$ cat config.mk
export PLATFORM = sky130hd
export DESIGN_NAME = cc_line_inserter
export DESIGN_NICKNAME = d
export VERILOG_FILES = /design/src/rtl/cc_pkg.sv /design/src/rtl/cc_field_select.sv /design/src/rtl/cc_bit_timer.sv /design/src/rtl/cc_level_shaper.sv /design/src/rtl/cc_line_inserter.sv
export SDC_FILE = /design/constraint.sdc
export NUM_CORES = 1
export LEC_CHECK = 0
export ABC_AREA = 1
export CAP_MARGIN = 20
export CORE_MARGIN = 8
export CORE_UTILIZATION = 53
export CTS_CLUSTER_SIZE = 28
export DETAILED_ROUTE_END_ITERATION = 16
export MAX_ROUTING_LAYER = met4
export PLACE_DENSITY = 0.79
export SYNTH_ARGS = -nofsm -noshare
export SYNTH_HDL_FRONTEND = slang
export SYNTH_SLANG_ARGS = --single-unit
$ cat constraint.sdc
create_clock -name clk -period 4.2 [get_ports clk]
set_clock_uncertainty 0.05 [all_clocks]
set_input_delay 1.26 -clock clk [delete_from_list [all_inputs] [get_ports clk]]
set_output_delay 1.26 -clock clk [all_outputs]
set_load 0.01 [all_outputs]
$ cat src/rtl/cc_pkg.sv
// Shared types and constants for the caption line waveform inserter.
// Assumes the waveform layout: run-in bits, then three framing bits, then the payload.
package cc_pkg;
    // Sequencer states of the bit timer
    typedef enum logic [1:0] {
        CC_IDLE = 2'd0,
        CC_LEAD = 2'd1,
        CC_WAVE = 2'd2
    } cc_state_t;

    // Framing pattern, index 0 sent first: 0, 0, 1
    localparam int        CC_FRAME_BITS = 3;
    localparam logic [2:0] CC_FRAME_PAT = 3'b100;
endpackage

$ cat src/rtl/cc_field_select.sv
// Detects the target line and latches the payload for the current field.
// Assumes line_start is a one-cycle strobe. A start is refused while the timer is busy.
module cc_field_select #(
    parameter int LINE_W = 10,
    parameter int TGT_W  = 5,
    parameter int PAY_W  = 16
) (
    input  logic              clk,
    input  logic              rst_n,
    input  logic              line_start,
    input  logic [LINE_W-1:0] line_num,
    input  logic [TGT_W-1:0]  target_line,
    input  logic              field_odd,
    input  logic [PAY_W-1:0]  odd_payload,
    input  logic [PAY_W-1:0]  even_payload,
    input  logic              busy,
    output logic              start,
    output logic [PAY_W-1:0]  payload_q
);
    logic line_hit;

    // Compare the running line number with the programmed target
    always_comb begin
        line_hit = (line_num == LINE_W'(target_line));
        start    = line_start && line_hit && !busy;
    end

    // Capture the field's byte pair once, at the start of the target line
    always_ff @(posedge clk) begin
        if (!rst_n) begin
            payload_q <= '0;
        end else if (start) begin
            payload_q <= field_odd ? odd_payload : even_payload;
        end
    end
endmodule

$ cat src/rtl/cc_bit_timer.sv
// Sequences the lead-in and the bit periods of the caption waveform.
// A fractional accumulator adds RATE_MUL every clock and wraps at the line length.
// This yields exactly RATE_MUL bits per line length. The line length is latched at start.
module cc_bit_timer
    import cc_pkg::*;
#(
    parameter int LEAD_CLKS = 240,
    parameter int CLKS_60   = 1716,
    parameter int CLKS_50   = 1728,
    parameter int RATE_MUL  = 32,
    parameter int NBITS     = 26,
    localparam int LMAX     = (CLKS_50 > CLKS_60) ? CLKS_50 : CLKS_60,
    localparam int ACC_W    = $clog2(LMAX + RATE_MUL + 1),
    localparam int LEAD_W   = $clog2(LEAD_CLKS + 1),
    localparam int BIT_W    = $clog2(NBITS + 1)
) (
    input  logic             clk,
    input  logic             rst_n,
    input  logic             start,
    input  logic             mode_50hz,
    output logic             busy,
    output logic             in_wave,
    output logic [BIT_W-1:0] bit_idx,
    output logic [1:0]       quarter
);
    localparam int Q_W = ACC_W + 2;

    cc_state_t         state;
    logic [LEAD_W-1:0] lead_cnt;
    logic [ACC_W-1:0]  acc;
    logic [ACC_W-1:0]  len_q;
    logic [ACC_W-1:0]  acc_sum;
    logic              wrap;
    logic              last_bit;
    logic [Q_W-1:0]    acc4, len1, len2, len3;

    // Next accumulator value and bit-boundary detection
    always_comb begin
        acc_sum  = acc + ACC_W'(RATE_MUL);
        wrap     = (acc_sum >= len_q);
        last_bit = (bit_idx == BIT_W'(NBITS - 1));
    end

    // Position within the current bit in quarters of a bit period
    always_comb begin
        acc4 = {acc, 2'b00};
        len1 = Q_W'(len_q);
        len2 = len1 << 1;
        len3 = len1 + len2;
        if (acc4 >= len3)      quarter = 2'd3;
        else if (acc4 >= len2) quarter = 2'd2;
        else if (acc4 >= len1) quarter = 2'd1;
        else                   quarter = 2'd0;
    end

    // State, lead-in counter and fractional bit accumulator
    always_ff @(posedge clk) begin
        if (!rst_n) begin
            state    <= CC_IDLE;
            lead_cnt <= '0;
            acc      <= '0;
            bit_idx  <= '0;
            len_q    <= ACC_W'(CLKS_60);
        end else begin
            case (state)
                CC_IDLE: begin
                    if (start) begin
                        state    <= CC_LEAD;
                        lead_cnt <= '0;
                        len_q    <= mode_50hz ? ACC_W'(CLKS_50) : ACC_W'(CLKS_60);
                    end
                end
                CC_LEAD: begin
                    if (lead_cnt == LEAD_W'(LEAD_CLKS - 1)) begin
                        state   <= CC_WAVE;
                        acc     <= '0;
                        bit_idx <= '0;
                    end else begin
                        lead_cnt <= lead_cnt + 1'b1;
                    end
                end
                CC_WAVE: begin
                    if (wrap) begin
                        acc <= acc_sum - len_q;
                        if (last_bit) state   <= CC_IDLE;
                        else          bit_idx <= bit_idx + 1'b1;
                    end else begin
                        acc <= acc_sum;
                    end
                end
                default: state <= CC_IDLE;
            endcase
        end
    end

    // Status toward the selector and the level shaper
    always_comb begin
        busy    = (state != CC_IDLE);
        in_wave = (state == CC_WAVE);
    end
endmodule

$ cat src/rtl/cc_level_shaper.sv
// Maps the current bit index and quarter phase to a level code.
// The run-in is a four-step sine approximation, framing and data use two levels.
// Purely decoded from timer and payload registers, so it adds no latency.
module cc_level_shaper
    import cc_pkg::*;
#(
    parameter int LVL_W      = 8,
    parameter int LVL_ZERO   = 16,
    parameter int LVL_HIGH   = 126,
    parameter int RUNIN_BITS = 7,
    parameter int PAY_W      = 16,
    parameter int BIT_W      = 5,
    localparam int DIDX_W    = $clog2(PAY_W)
) (
    input  logic             in_wave,
    input  logic [BIT_W-1:0] bit_idx,
    input  logic [1:0]       quarter,
    input  logic [PAY_W-1:0] payload,
    output logic [LVL_W-1:0] level,
    output logic             valid
);
    localparam logic [LVL_W-1:0] L_ZERO = LVL_W'(LVL_ZERO);
    localparam logic [LVL_W-1:0] L_HIGH = LVL_W'(LVL_HIGH);
    localparam logic [LVL_W-1:0] L_MID  = LVL_W'((LVL_ZERO + LVL_HIGH) / 2);

    logic [BIT_W-1:0] frame_rel;
    logic [BIT_W-1:0] data_rel;
    logic             one_bit;

    // Offsets of the bit index into the framing and data sections
    always_comb begin
        frame_rel = bit_idx - BIT_W'(RUNIN_BITS);
        data_rel  = bit_idx - BIT_W'(RUNIN_BITS + CC_FRAME_BITS);
        one_bit   = payload[data_rel[DIDX_W-1:0]];
    end

    // Select the level for this cycle
    always_comb begin
        valid = in_wave;
        level = L_ZERO;
        if (in_wave) begin
            if (bit_idx < BIT_W'(RUNIN_BITS)) begin
                case (quarter)
                    2'd0:    level = L_MID;
                    2'd1:    level = L_HIGH;
                    2'd2:    level = L_MID;
                    default: level = L_ZERO;
                endcase
            end else if (frame_rel < BIT_W'(CC_FRAME_BITS)) begin
                level = CC_FRAME_PAT[frame_rel[1:0]] ? L_HIGH : L_ZERO;
            end else begin
                level = one_bit ? L_HIGH : L_ZERO;
            end
        end
    end
endmodule

$ cat src/rtl/cc_line_inserter.sv
// Top of the caption line waveform inserter.
// Matches the target line, latches the field payload and times 26 bits at 32 per line.
// Drives the level code and its valid strobe. Assumes a 27 MHz clock and one line_start per line.
module cc_line_inserter #(
    parameter int LINE_W     = 10,
    parameter int TGT_W      = 5,
    parameter int BYTE_W     = 8,
    parameter int LVL_W      = 8,
    parameter int LVL_ZERO   = 16,
    parameter int LVL_HIGH   = 126,
    parameter int LEAD_CLKS  = 240,
    parameter int CLKS_60    = 1716,
    parameter int CLKS_50    = 1728,
    parameter int RATE_MUL   = 32,
    parameter int RUNIN_BITS = 7,
    localparam int PAY_W     = 2 * BYTE_W,
    localparam int NBITS     = RUNIN_BITS + cc_pkg::CC_FRAME_BITS + PAY_W,
    localparam int BIT_W     = $clog2(NBITS + 1)
) (
    input  logic              clk,
    input  logic              rst_n,
    input  logic              line_start,
    input  logic [LINE_W-1:0] line_num,
    input  logic              field_odd,
    input  logic              mode_50hz,
    input  logic [TGT_W-1:0]  target_line,
    input  logic [PAY_W-1:0]  odd_payload,
    input  logic [PAY_W-1:0]  even_payload,
    output logic [LVL_W-1:0]  cc_level,
    output logic              cc_valid
);
    logic             start;
    logic             busy;
    logic             in_wave;
    logic [BIT_W-1:0] bit_idx;
    logic [1:0]       quarter;
    logic [PAY_W-1:0] payload_q;

    cc_field_select #(
        .LINE_W(LINE_W), .TGT_W(TGT_W), .PAY_W(PAY_W)
    ) u_sel (
        .clk(clk), .rst_n(rst_n), .line_start(line_start), .line_num(line_num),
        .target_line(target_line), .field_odd(field_odd),
        .odd_payload(odd_payload), .even_payload(even_payload),
        .busy(busy), .start(start), .payload_q(payload_q)
    );

    cc_bit_timer #(
        .LEAD_CLKS(LEAD_CLKS), .CLKS_60(CLKS_60), .CLKS_50(CLKS_50),
        .RATE_MUL(RATE_MUL), .NBITS(NBITS)
    ) u_tmr (
        .clk(clk), .rst_n(rst_n), .start(start), .mode_50hz(mode_50hz),
        .busy(busy), .in_wave(in_wave), .bit_idx(bit_idx), .quarter(quarter)
    );

    cc_level_shaper #(
        .LVL_W(LVL_W), .LVL_ZERO(LVL_ZERO), .LVL_HIGH(LVL_HIGH),
        .RUNIN_BITS(RUNIN_BITS), .PAY_W(PAY_W), .BIT_W(BIT_W)
    ) u_shp (
        .in_wave(in_wave), .bit_idx(bit_idx), .quarter(quarter),
        .payload(payload_q), .level(cc_level), .valid(cc_valid)
    );
endmodule

Yosys cells after proc, flatten, opt, wreduce, memory -nomap -nowiden:

Index checks and enable logic that the tools add are counted.

* register bits after elaboration: 53
* input port bits: 52
* output and inout port bits: 9
* word-level logic and storage cells: 78

* $add $sub $neg: 7
* $lt $le $gt $ge: 8
* equality and inequality tests: 13
* multiplexer cells: 30
* reduce and logical (&&, ||, !) cells: 14

Operators with widths (number)
* $mux 8: 5
* $mux 11: 2
* $pmux 11 s2: 1
* $mux 7: 3
* $mux 16: 1
* $pmux 8 s2: 1
* $mux 5: 3
* $pmux 7 s2: 1
* $add 11x12->13: 1
* $ge 13x11->1: 1
* $ge 13x12->1: 1
* $ge 13x13->1: 1
* $mux 2: 6
* $add 11x6->11 const B: 1
* $ge 11x11->1: 1
* $sub 11x11->11: 1
* $eq 10x5->1: 1
* $pmux 5 s2: 1
* $add 8x1->8 const B: 1
* $eq 8x8->1 const B: 1
* $reduce_and 4->1: 2
* $ne 2x1->1 const B: 3
* $ne 2x2->1 const B: 3
* $pmux 2 s3: 1
* other kinds (20): 29

Depth between registers and ports, before layout:

Gate-level depths: netlist of the first run.

* depth after elaboration: 9
* gate-level depth with buffers: 17
* mapped depth without buffers: 17

By module:

From an unflattened synthesis of the first run, not the netlist that was laid out.

* cells, all modules: 539
* area, all modules: 3482.1 µm²

By module, submodules not included
* cc_bit_timer: times used 1, cells an instance 316, area an instance 2083.2 µm², sequential area each 520.5 µm²
* cc_field_select: times used 1, cells an instance 149, area an instance 996.0 µm², sequential area each 320.3 µm²
* cc_level_shaper: times used 1, cells an instance 74, area an instance 402.9 µm², sequential area each 0.0 µm²

Least setup slack after synthesis of the first run:

OpenSTA, ideal clock, no wires.

* kind: register to output
* from: reg u_tmr.len_q[5]
* to: out cc_level[2]
* data arrival time: 2243 ps
* data required time: 2890 ps
* slack: 647 ps
* cell stages (with the launch flop): 13
* buffers on the path: 1
* cell sequence: dfxtp_1 > inv_1 > ha_1 > xnor2_1 > ha_1 > a21oi_1 > o21ai_0 > nand2_1 > nand3_1 > a31oi_1 > nor2_1 > nor2_1 > buf_4

* cells in the longest elaborated chain, start to end: 9
* elaborated cells on any way between the ends: 14
* those cells by class: add/sub (1); order compare (3); eq/ne (2); mux (6); reduce/logical (2)

RTL lines
* start, declared: RTL line cc_bit_timer.sv:31 `logic [ACC_W-1:0] len_q;`
* start signal, assigned: RTL line cc_bit_timer.sv:63 `len_q <= ACC_W'(CLKS_60);`
* start signal, assigned: RTL line cc_bit_timer.sv:70 `len_q <= mode_50hz ? ACC_W'(CLKS_50) : ACC_W'(CLKS_60);`
* parallel branches: the longest is 3 deep, another holds $add 11x12->13
* $mux 2 *: RTL line cc_bit_timer.sv:50 `if (acc4 >= len3) quarter = 2'd3;`
* $eq 2x2->1 or $logic_not 2->1 (tied branches): RTL line cc_level_shaper.sv:43 `case (quarter)`
* $reduce_or 2->1 (no source line)
* $pmux 7 s2 *: RTL line cc_level_shaper.sv:43
* $mux 8 *: RTL line cc_level_shaper.sv:42 `if (bit_idx < BIT_W'(RUNIN_BITS)) begin`
* $mux 8 *: RTL line cc_level_shaper.sv:41 `if (in_wave) begin`
* end, declared: RTL line cc_line_inserter.sv:29 `output logic [LVL_W-1:0] cc_level,`

Mark *: on every way between the ends.

Final worst setup path of the first run:

* from: reg u_tmr.len_q[5]
* to: out cc_level[5]

The elaborated chain is that of the path after synthesis.

==> out/results.ini, run 1 <==
[sta]
slew_headroom_pct=53.4
rsz0062_at_grt=false
finalSetupViolCount=0
fin_setup_tns_ps=0
fin_crit_ps=4000
max_freq_ghz=0.250
maxSlewViolCount=0
tightest_slew_ps=697
holdWs_ps=406
period_share_pct=95.3
hold_viol_final=0

[logic_synthesis]
synth_area_um2=3280
synth.area.mux_share_pct=5.50
synth_edf_count=0
ys.flop_type=dfxtp_1
yosys.area.top_type=dfxtp_1
synth_top_area_share_pct=25.6
synth_top_family_by_area=simple AND/OR/NAND/NOR gates
synthAdderAreaFrac_pct=9.16
syn_area_per_cell_um2=6.86
synth_compound_area_share_pct=12.3
synth.area.top_cells=dfxtp_1 (26%), nand2_1 (9.6%), ha_1 (9.2%), nand3_1 (6.7%), inv_1 (6.3%)
syn_inst=478
synthTopCellsByCount=nand2_1 (84), inv_1 (55), nor2_1 (50)
syn_nets=554
ys_types=39
synthSimpleGateAreaFrac_pct=32.3
ys_ff_latch=42
yosys_warnings=0
async_flop_share_pct=0
synth-seq-area-share_pct=25.6
yosysMostFrequentCell=nand2_1
synth_xor_area_share_pct=5.04

[place]
gp_congestion=0.891
dpl-instance-area_um2=3890
port_buffers=59
dp_hpwl_mm=6.11

[detailed_routing]
drc=0
drt_wl_total_mm=7.87
wl_per_cell_um=13.1
vias=3235
viasPerCell=5.36
dr.pass1.iters=4
first_iter_violations=138
postRouteAntennaNets=0

[critical_path]
crit_chain=inv_1, buf_4, ha_2, a21oi_1, o21ai_0, nand2_1, nand3_1, nor2_1, nand2_1, nand2_1, nand2_1, nor2_1, clkdlybuf4s50_1
crit_buf_inv=3
slowest_stage=clkdlybuf4s50_1
end_kind=output pin
reg2regPathDepth=17
critPathMaxFanout=6
cp_num_cells=13
reg2reg_to=u_tmr.bit_idx[1]
crit_top_cell=nand2_1
crit_start=u_tmr.len_q[5]
cp-endpoint=cc_level[5]
critical-path-top-delay-family=buffers and inverters
r2r_slack_ps=1620
worst_ep_required_time_ps=2890
cp-start-kind=flip-flop
r2r_start=u_tmr.acc[6]
cp_slowest_stage_delay_ps=560
worstSetupPathType=flip-flop to output pin
crit_arrival_ps=2690

[clocking]
cts_tree=built
cts-htree-levels=2
clkTransAtPathRegs_ps=80
clock_sinks=42
insertion_delay_ps=290
cts_hold_buf=0
cts_buffers=5
clock_path_buffers=2
clockRootBuffer=clkbuf_8

[floorplanning]
rows=28
coreArea_um2=5960
start_util_pct=55.0
die_x_um=94.6
die_area_um2=8960
die_h_um=94.6
boundaryPins=61

[global_route]
grt_max_degree=28
grt_pass1_wl_mm=13.8
grt_usage_pct=19.2
grt_antenna_before_repair=0
grt_pass1_vias=3114
overflow=0

[power_and_ir_drop]
p_leak_nw=1.75
peakVddDrop_mv=0.167
p_per_area_nw_per_um2=185

[cells_and_area]
syn2layout_area_growth_pct=21.5
fin_area_um2=3980
finish.utilization_pct=66.8
nNetsFinal=605
num_antenna_cells=0
drive_above_1_share_pct=9.47

[outcome]
outcome=complete, no violations

[worst_hold_path]
hold_class=flip-flop to flip-flop
worstHoldPathCells=2

[flow_run]
drv_cap=0

sequential cells by signal, summed over array words and instances, names as in the netlist:
signal	cells
u_tmr.len_q	2
u_tmr.state	2
u_tmr.acc	9
u_tmr.lead_cnt	8
u_sel.payload_q	16
u_tmr.bit_idx	5
final cells by class:
| type | count | area (um2) |
|---|---|---|
| Multi-Input combinational cell | 358 | 2120 |
| Fill cell | 549 | 1970 |
| Sequential cell | 42 | 842 |
| Timing Repair Buffer | 64 | 626 |
| Inverter | 58 | 218 |
| Tap cell | 75 | 93.8 |
| Clock buffer | 6 | 82.6 |
worst reg2reg max path, delay by kind of cell, from the launching register on:
| kind | cells | cell delay, ps |
|---|---|---|
| buffers and inverters | 4 | 360 |
| adder cells (fa/ha/maj) | 2 | 640 |
| flip-flops | 1 | 500 |
| AND/OR/NAND/NOR | 11 | 950 |
how the worst min path moves through the flow:
stage / start / to / slack [ps]
4_1_cts: u_sel.payload_q[9] / u_sel.payload_q[9] / 410
2_1_floorplan: u_sel.payload_q[13] / u_sel.payload_q[13] / 380
3_5_place_dp: u_sel.payload_q[9] / u_sel.payload_q[9] / 390
6_report: u_sel.payload_q[1] / u_sel.payload_q[1] / 410
3_3_place_gp: u_sel.payload_q[5] / u_sel.payload_q[5] / 400
5_1_grt: u_sel.payload_q[15] / u_sel.payload_q[15] / 440
kinds of logic (layout without fill, tap and decap cells):
| family | after synthesis | in the layout |
|---|---|---|
| other cells | 1 | 1 |
| compound gates | 76 | 76 |
| xor+xnor | 18 | 18 |
| mux | 16 | 16 |
| flops | 42 | 42 |
| simple gates | 223 | 223 |
| fa+ha+maj | 24 | 24 |
| buf+inv | 78 | 128 |
where the power goes:
group | switching, mW | total, mW | internal [mW]
logic | 0.0242 | 0.0817 | 0.0575
clock network | 0.132 | 0.259 | 0.127
registers | 0.000109 | 0.398 | 0.398
what timing repair did:
item	CTS	global route
gates cloned	0	0
resized for setup	6	2
setup buffers	0	0
hold endpoints to repair	0	0
endpoints found under the setup margin	5	3
stage by stage:
stage                     std cells  power (mW)  setup WS (ps)
after floorplan                 478       0.438            647
after global placement          597       0.488            336
final                           603       0.738            195
after global routing            603       0.771           11.4
after CTS                       603       0.744           95.7
after detailed placement        597       0.489            176
cells in the final DEF, fill, tap and decap left out, drive strengths merged:
cell / instances
or2: 2
a31oi: 2
conb: 1
xnor2: 7
nand2: 92
nor3: 7
dlygate4sd2: 4
dlymetal6s2s: 1
nor3b: 1
o22ai: 1
clkdlybuf4s50: 54
o21ai: 29
ha: 24
clkbuf: 6
nand4: 12
mux2: 16
o211ai: 5
a21oi: 37
nand3: 46
nor4: 2
nor2: 53
and3: 1
buf: 5
dfxtp: 42
nand3b: 7
a21o: 1
xor2: 11
o2111ai: 1
inv: 58
routing by layer:
metal,vias to the layer above,wire (um),track usage [%]
met5,-,0,-
met4,0,127,5.85
met3,13,450,3.41
met2,108,3650,29.9
met1,1440,3640,24.6
li1,1674,-,-
(Power assumes the default switching activity.)
==> run 2: changes to the inputs <==
--- a/config.mk
+++ b/config.mk
@@ -8,11 +8,11 @@
 export ABC_AREA = 1
 export CAP_MARGIN = 20
 export CORE_MARGIN = 8
-export CORE_UTILIZATION = 53
+export CORE_UTILIZATION = 55
 export CTS_CLUSTER_SIZE = 28
 export DETAILED_ROUTE_END_ITERATION = 16
 export MAX_ROUTING_LAYER = met4
-export PLACE_DENSITY = 0.79
+export PLACE_DENSITY = 0.81
 export SYNTH_ARGS = -nofsm -noshare
 export SYNTH_HDL_FRONTEND = slang
 export SYNTH_SLANG_ARGS = --single-unit
==> constraint.sdc (replaced) <==
create_clock -name clk -period 4.8 [get_ports clk]
set_clock_uncertainty 0.05 [all_clocks]
set_input_delay 1.44 -clock clk [delete_from_list [all_inputs] [get_ports clk]]
set_output_delay 1.44 -clock clk [all_outputs]
set_load 0.01 [all_outputs]
==> run 2 against run 1 <==
Final cell count unchanged. First-iteration DRC count increased by 30%. Core utilization increased by 1.4 points. Worst hold slack improved by 8.4 ps. Via count increased by 1.9%. Global-route usage increased by 0.29 points. Flip-flop and latch count unchanged. Clock power about the same. Worst setup slack got worse by 24 ps. Design area increased by 0.28%.
==> out/results.ini, run 2 (synthesis gave the netlist of run 1 again) <==
[global_route]
grt_pass1_vias=3269  ; +5.0%
overflow=0  ; unchanged
grt_usage_pct=19.5  ; +0.29 points
grt_max_degree=30  ; +7.1%
grt_antenna_before_repair=0  ; unchanged
grt_pass1_wl_mm=13.8  ; +0.65%

[critical_path]
crit_arrival_ps=3140  ; +450 ps
worst_ep_required_time_ps=3310  ; +420 ps
end_kind=output pin
critPathMaxFanout=7  ; +1
worstSetupPathType=flip-flop to output pin
reg2regPathDepth=17  ; unchanged
cp-start-kind=flip-flop

[detailed_routing]
first_iter_violations=180  ; +30%
postRouteAntennaNets=0  ; unchanged
wl_per_cell_um=13.4  ; +2.9%
vias=3297  ; +1.9%
drc=0  ; unchanged
viasPerCell=5.47  ; +1.9%
drt_wl_total_mm=8.10  ; +2.9%
dr.pass1.iters=5  ; +1

[cells_and_area]
multi_input_area_um2=2120  ; -0.12%
fillerInstances=523  ; -4.7%
final_cell_mix=nand2_1 (84), clkdlybuf4s50_1 (59), inv_1 (55)
fin_area_um2=3990  ; +0.28%
syn2layout_area_growth_pct=21.8
nNetsFinal=603  ; -0.33%
num_antenna_cells=0  ; unchanged
largest_reg_flops=16  ; unchanged
regMostFlops=u_sel.payload_q
reg_top3=u_sel.payload_q (16), u_tmr.acc (9), u_tmr.lead_cnt (8)
seq_area_um2=841  ; -0.15%
finish.utilization_pct=68.2  ; +1.4 points
final_common_cell=nand2_1
drive_above_1_share_pct=9.09  ; -0.38 points

[sta]
rsz0062_at_grt=false
finalSetupViolCount=0  ; unchanged
maxSlewViolCount=0  ; unchanged
fin_crit_ps=4630
max_freq_ghz=0.216
hold_viol_final=0  ; unchanged
slew_headroom_pct=44.9  ; -8.5 points
setup_ws_ps=171  ; -24.1 ps
period_share_pct=96.4
tightest_slew_ps=824  ; +127 ps
fin_setup_tns_ps=0  ; unchanged

[floorplanning]
die_area_um2=8690  ; -3.0%
start_util_pct=56.0  ; +0.99 points
boundaryPins=61  ; unchanged
die_x_um=93.2  ; -1.5%
rows=28  ; unchanged
die_h_um=93.2  ; -1.5%
coreArea_um2=5850  ; -1.8%

[clocking]
clockRootBuffer=clkbuf_8
clkTransAtPathRegs_ps=80  ; about the same
cts_hold_buf=0  ; unchanged
cts.repair.resized=0  ; -6
cts_buffers=5  ; unchanged
post_cts_buffers=0  ; unchanged
cts_tree=built
clock_sinks=42  ; unchanged
cts-htree-levels=2  ; unchanged
insertion_delay_ps=290  ; about the same
clock_path_buffers=2  ; unchanged

[power_and_ir_drop]
peakVddDrop_mv=0.169  ; +0.83%
p_per_area_nw_per_um2=171  ; -8.1%
p_leak_nw=1.74  ; -0.72%

[worst_hold_path]
hold_class=flip-flop to flip-flop
worstHoldPathCells=2  ; unchanged

[place]
place_ws_ps=466  ; +290 ps
gp_congestion=0.924  ; +3.8%
dp_hpwl_mm=6.39  ; +4.5%
port_buffers=59  ; unchanged
dpl-instance-area_um2=3880  ; -0.39%

[outcome]
outcome=complete, no violations

[flow_run]
drv_cap=0  ; unchanged

[run 2: cell count changes in the layout (fill, tap and decap cells not counted)]
cell	change
dfxtp_2	-1
dfxtp_1	+1
clkdlybuf4s50_1	+5
dlygate4sd2_1	-4
ha_2	-1
ha_1	+1
clkbuf_8	+2
dlymetal6s2s_1	-1
buf_4	-2
[run 2: per-layer routing]
layer	GRT usage (%)	wire length (um)	up-vias
li1	-	-	1671
met1	23.0	3570	1486
met2	32.8	3920	119
met3	2.24	413	21
met4	8.19	197	0
met5	-	0	-
[run 2: cell type report]
cell class / count / area share (%)
Tap cell: 75 / 2.35
Inverter: 58 / 5.45
Multi-Input combinational cell: 358 / 53.0
Timing Repair Buffer: 62 / 15.4
Sequential cell: 42 / 21.1
Clock buffer: 8 / 2.76
[run 2: critical path: stages, from the launching register on]
cell and delay [ps]:
dfxtp_1 440, inv_1 180, ha_1 370, xnor2_1 140, ha_1 320, a21oi_1 150, o21ai_0 90, nand2_1 70
nand3_1 80, a31oi_2 200, nor2_1 60, nor2_1 170, clkdlybuf4s50_1 570
[run 2: final timing paths]
check	endpoint	slack, ps	start
min reg2reg	u_sel.payload_q[5]	410	u_sel.payload_q[5]
max reg2reg	u_tmr.bit_idx[1]	2210	u_tmr.acc[6]
max	cc_level[1]	170	u_tmr.len_q[5]
min	u_sel.payload_q[5]	410	u_sel.payload_q[5]
[run 2: stage by stage]
| step | hold WS [ps] | instances | total power, mW |
|---|---|---|---|
| 4_1_cts | 418 | 603 | 0.690 |
| 5_1_grt | 441 | 603 | 0.707 |
| 3_3_place_gp | 398 | 595 | 0.426 |
| 3_5_place_dp | 407 | 595 | 0.428 |
| 2_1_floorplan | 379 | 478 | 0.383 |
| 6_report | 414 | 603 | 0.681 |
[run 2: power breakdown]
group	total, mW	internal, mW	switching [mW]
sequential	0.348	0.348	0.0000975
combinational	0.0710	0.0499	0.0211
clock	0.261	0.145	0.116
==> run 3: changes to the inputs <==
--- a/config.mk
+++ b/config.mk
@@ -7,9 +7,8 @@
 export LEC_CHECK = 0
 export ABC_AREA = 1
 export CAP_MARGIN = 20
-export CORE_MARGIN = 8
+export CORE_MARGIN = 5
 export CORE_UTILIZATION = 55
-export CTS_CLUSTER_SIZE = 28
 export DETAILED_ROUTE_END_ITERATION = 16
 export MAX_ROUTING_LAYER = met4
 export PLACE_DENSITY = 0.81
==> run 3 against run 2 <==
Total power is 4.7% lower. Via count is 1.7% lower. First-iteration DRC count is 29% lower. Wire length is 5.5% lower. Critical path depth stayed put. Non-clock buffer count stayed put. Critical path type unchanged.
==> out/results.ini, run 3 (synthesis gave the netlist of run 1 again) <==
[outcome]
outcome=complete, no violations

[global_route]
grt_max_degree=28  ; -6.7%
overflow=0  ; unchanged
grt_usage_pct=21.9  ; +2.4 points
grt_pass1_vias=2995  ; -8.4%
grt_pass1_wl_mm=13.2  ; -4.4%
grt_antenna_before_repair=0  ; unchanged

[critical_path]
slowest_stage=clkdlybuf4s50_1
crit_chain=inv_1, ha_1, xnor2_1, ha_1, a21oi_1, o21ai_0, nand2_1, nand3_1, a31oi_1, nor2_1, nor2_2, clkdlybuf4s50_1
end_kind=output pin
cp_slowest_stage_delay_ps=550  ; -20 ps
cp-start-kind=flip-flop
r2r_slack_ps=2270  ; +60 ps
worst_ep_required_time_ps=3310  ; about the same
worstSetupPathType=flip-flop to output pin
crit_top_cell=ha_1
crit_arrival_ps=3010  ; -130 ps
critPathMaxFanout=7  ; unchanged

[sta]
max_freq_ghz=0.222  ; +2.9%
hold_viol_final=0  ; unchanged
holdWs_ps=418  ; +4.11 ps
slew_headroom_pct=46.5  ; +1.7 points
fin_setup_tns_ps=0  ; unchanged
period_share_pct=93.7  ; -2.7 points
setup_ws_ps=301  ; +130 ps
maxSlewViolCount=0  ; unchanged
fin_crit_ps=4500  ; -130 ps
tightest_slew_ps=800  ; -24.1 ps
rsz0062_at_grt=false
finalSetupViolCount=0  ; unchanged

[clocking]
cts.repair.resized=0  ; unchanged
cts_buffers=5  ; unchanged
cts_tree=built
clockRootBuffer=clkbuf_8
clock_sinks=42  ; unchanged
clkTransAtPathRegs_ps=80  ; about the same
clock_path_buffers=2  ; unchanged
cts-htree-levels=2  ; unchanged
post_cts_buffers=0  ; unchanged
insertion_delay_ps=290  ; about the same
cts_hold_buf=0  ; unchanged

[power_and_ir_drop]
pwr-share-comb_pct=11.1  ; +0.7 points
clkPwrFrac_pct=35.2  ; -3.2 points
p_seq_share_pct=53.7  ; +2.5 points
peakVddDrop_mv=0.133  ; -21%
p_leak_nw=1.73  ; -0.59%
p_per_area_nw_per_um2=163  ; -4.2%
swShare_pct=20.6  ; +0.46 points
p_switching_mw=0.134  ; -2.6%
p_int_mw=0.515  ; -5.3%

[floorplanning]
start_util_pct=56.0  ; unchanged
boundaryPins=61  ; unchanged
die_x_um=87.2  ; -6.4%
rows=28  ; unchanged
die_h_um=87.2  ; -6.4%
die_area_um2=7600  ; -12%
coreArea_um2=5850  ; unchanged

[detailed_routing]
viasPerCell=5.38  ; -1.7%
first_iter_violations=128  ; -29%
wl_per_cell_um=12.7  ; -5.5%
drc=0  ; unchanged
drt_wl_total_mm=7.66  ; -5.5%
vias=3242  ; -1.7%
postRouteAntennaNets=0  ; unchanged
dr.pass1.iters=6  ; +1

[cells_and_area]
largest_reg_flops=16  ; unchanged
final_cell_mix=nand2_1 (84), clkdlybuf4s50_1 (59), inv_1 (55)
reg_top3=u_sel.payload_q (16), u_tmr.acc (9), u_tmr.lead_cnt (8)
syn2layout_area_growth_pct=21.1
num_antenna_cells=0  ; unchanged
nNetsFinal=603  ; unchanged
final_common_cell=nand2_1
finish.utilization_pct=67.9  ; -0.36 points
drive_above_1_share_pct=9.09  ; unchanged
layout.cells.non_filler=603  ; unchanged
regMostFlops=u_sel.payload_q

[place]
port_buffers=59  ; unchanged
gp_congestion=0.941  ; +1.9%
dp_hpwl_mm=6.10  ; -4.5%
dpl.cell_count=595  ; unchanged
place_ws_ps=521  ; +54.4 ps

[worst_hold_path]
hold_class=flip-flop to flip-flop

[flow_run]
drv_cap=0  ; unchanged

run 3: cell count changes in the layout (fill, tap and decap cells not counted), sizes merged:
| cell | previous run | this run |
|---|---|---|
| clkinv | 0 | 1 |
| clkbuf | 8 | 7 |
run 3: power groups by stage:
stage | combinational, mW | sequential, mW | clock [mW]
finish | 0.0717 | 0.348 | 0.228
global route | 0.0778 | 0.348 | 0.256
CTS | 0.0723 | 0.348 | 0.238
detailed placement | 0.0718 | 0.357 | 0
global placement | 0.0703 | 0.357 | 0
floorplan | 0.0270 | 0.357 | 0
run 3: routing by layer:
metal	global-route usage (%)	part of all wire [%]	up-vias
met5	-	0	-
met3	3.97	5.9	15
met4	7.39	1.9	0
li1	-	-	1672
met2	34.5	48	94
met1	28.3	44	1461
run 3: final timing paths:
check,end,depth (start not counted),from
setup / recovery,cc_level[2],12,u_tmr.len_q[5]
hold / removal,u_sel.payload_q[3],2,u_sel.payload_q[3]
setup reg to reg,u_tmr.bit_idx[1],17,u_tmr.acc[6]
hold reg to reg,u_sel.payload_q[3],2,u_sel.payload_q[3]
run 3: cell type report:
type | instances | area, um2
Clock buffer | 7 | 86.3
Sequential cell | 42 | 842
Clock inverter | 1 | 5.00
Timing Repair Buffer | 62 | 613
Multi-Input combinational cell | 358 | 2110
Inverter | 58 | 218
Fill cell | 527 | 1880
Tap cell | 75 | 93.8
run 3: critical path: cells and delay by family, from the launching register on:
family,cells,cell delay [ps]
xor gates and xnor gates,1,140
and+or+nand+nor,4,380
AOI/OAI and AO/OA,3,440
adders and majority gates,2,680
buffers and inverters,2,700
DFF,1,390
run 3: per-stage QoR:
stage          area (um2)  power (mW)
2_1_floorplan        3280       0.383
3_3_place_gp         3880       0.427
3_5_place_dp         3880       0.428
4_1_cts              3970       0.659
5_1_grt              3970       0.682
6_report             3970       0.648
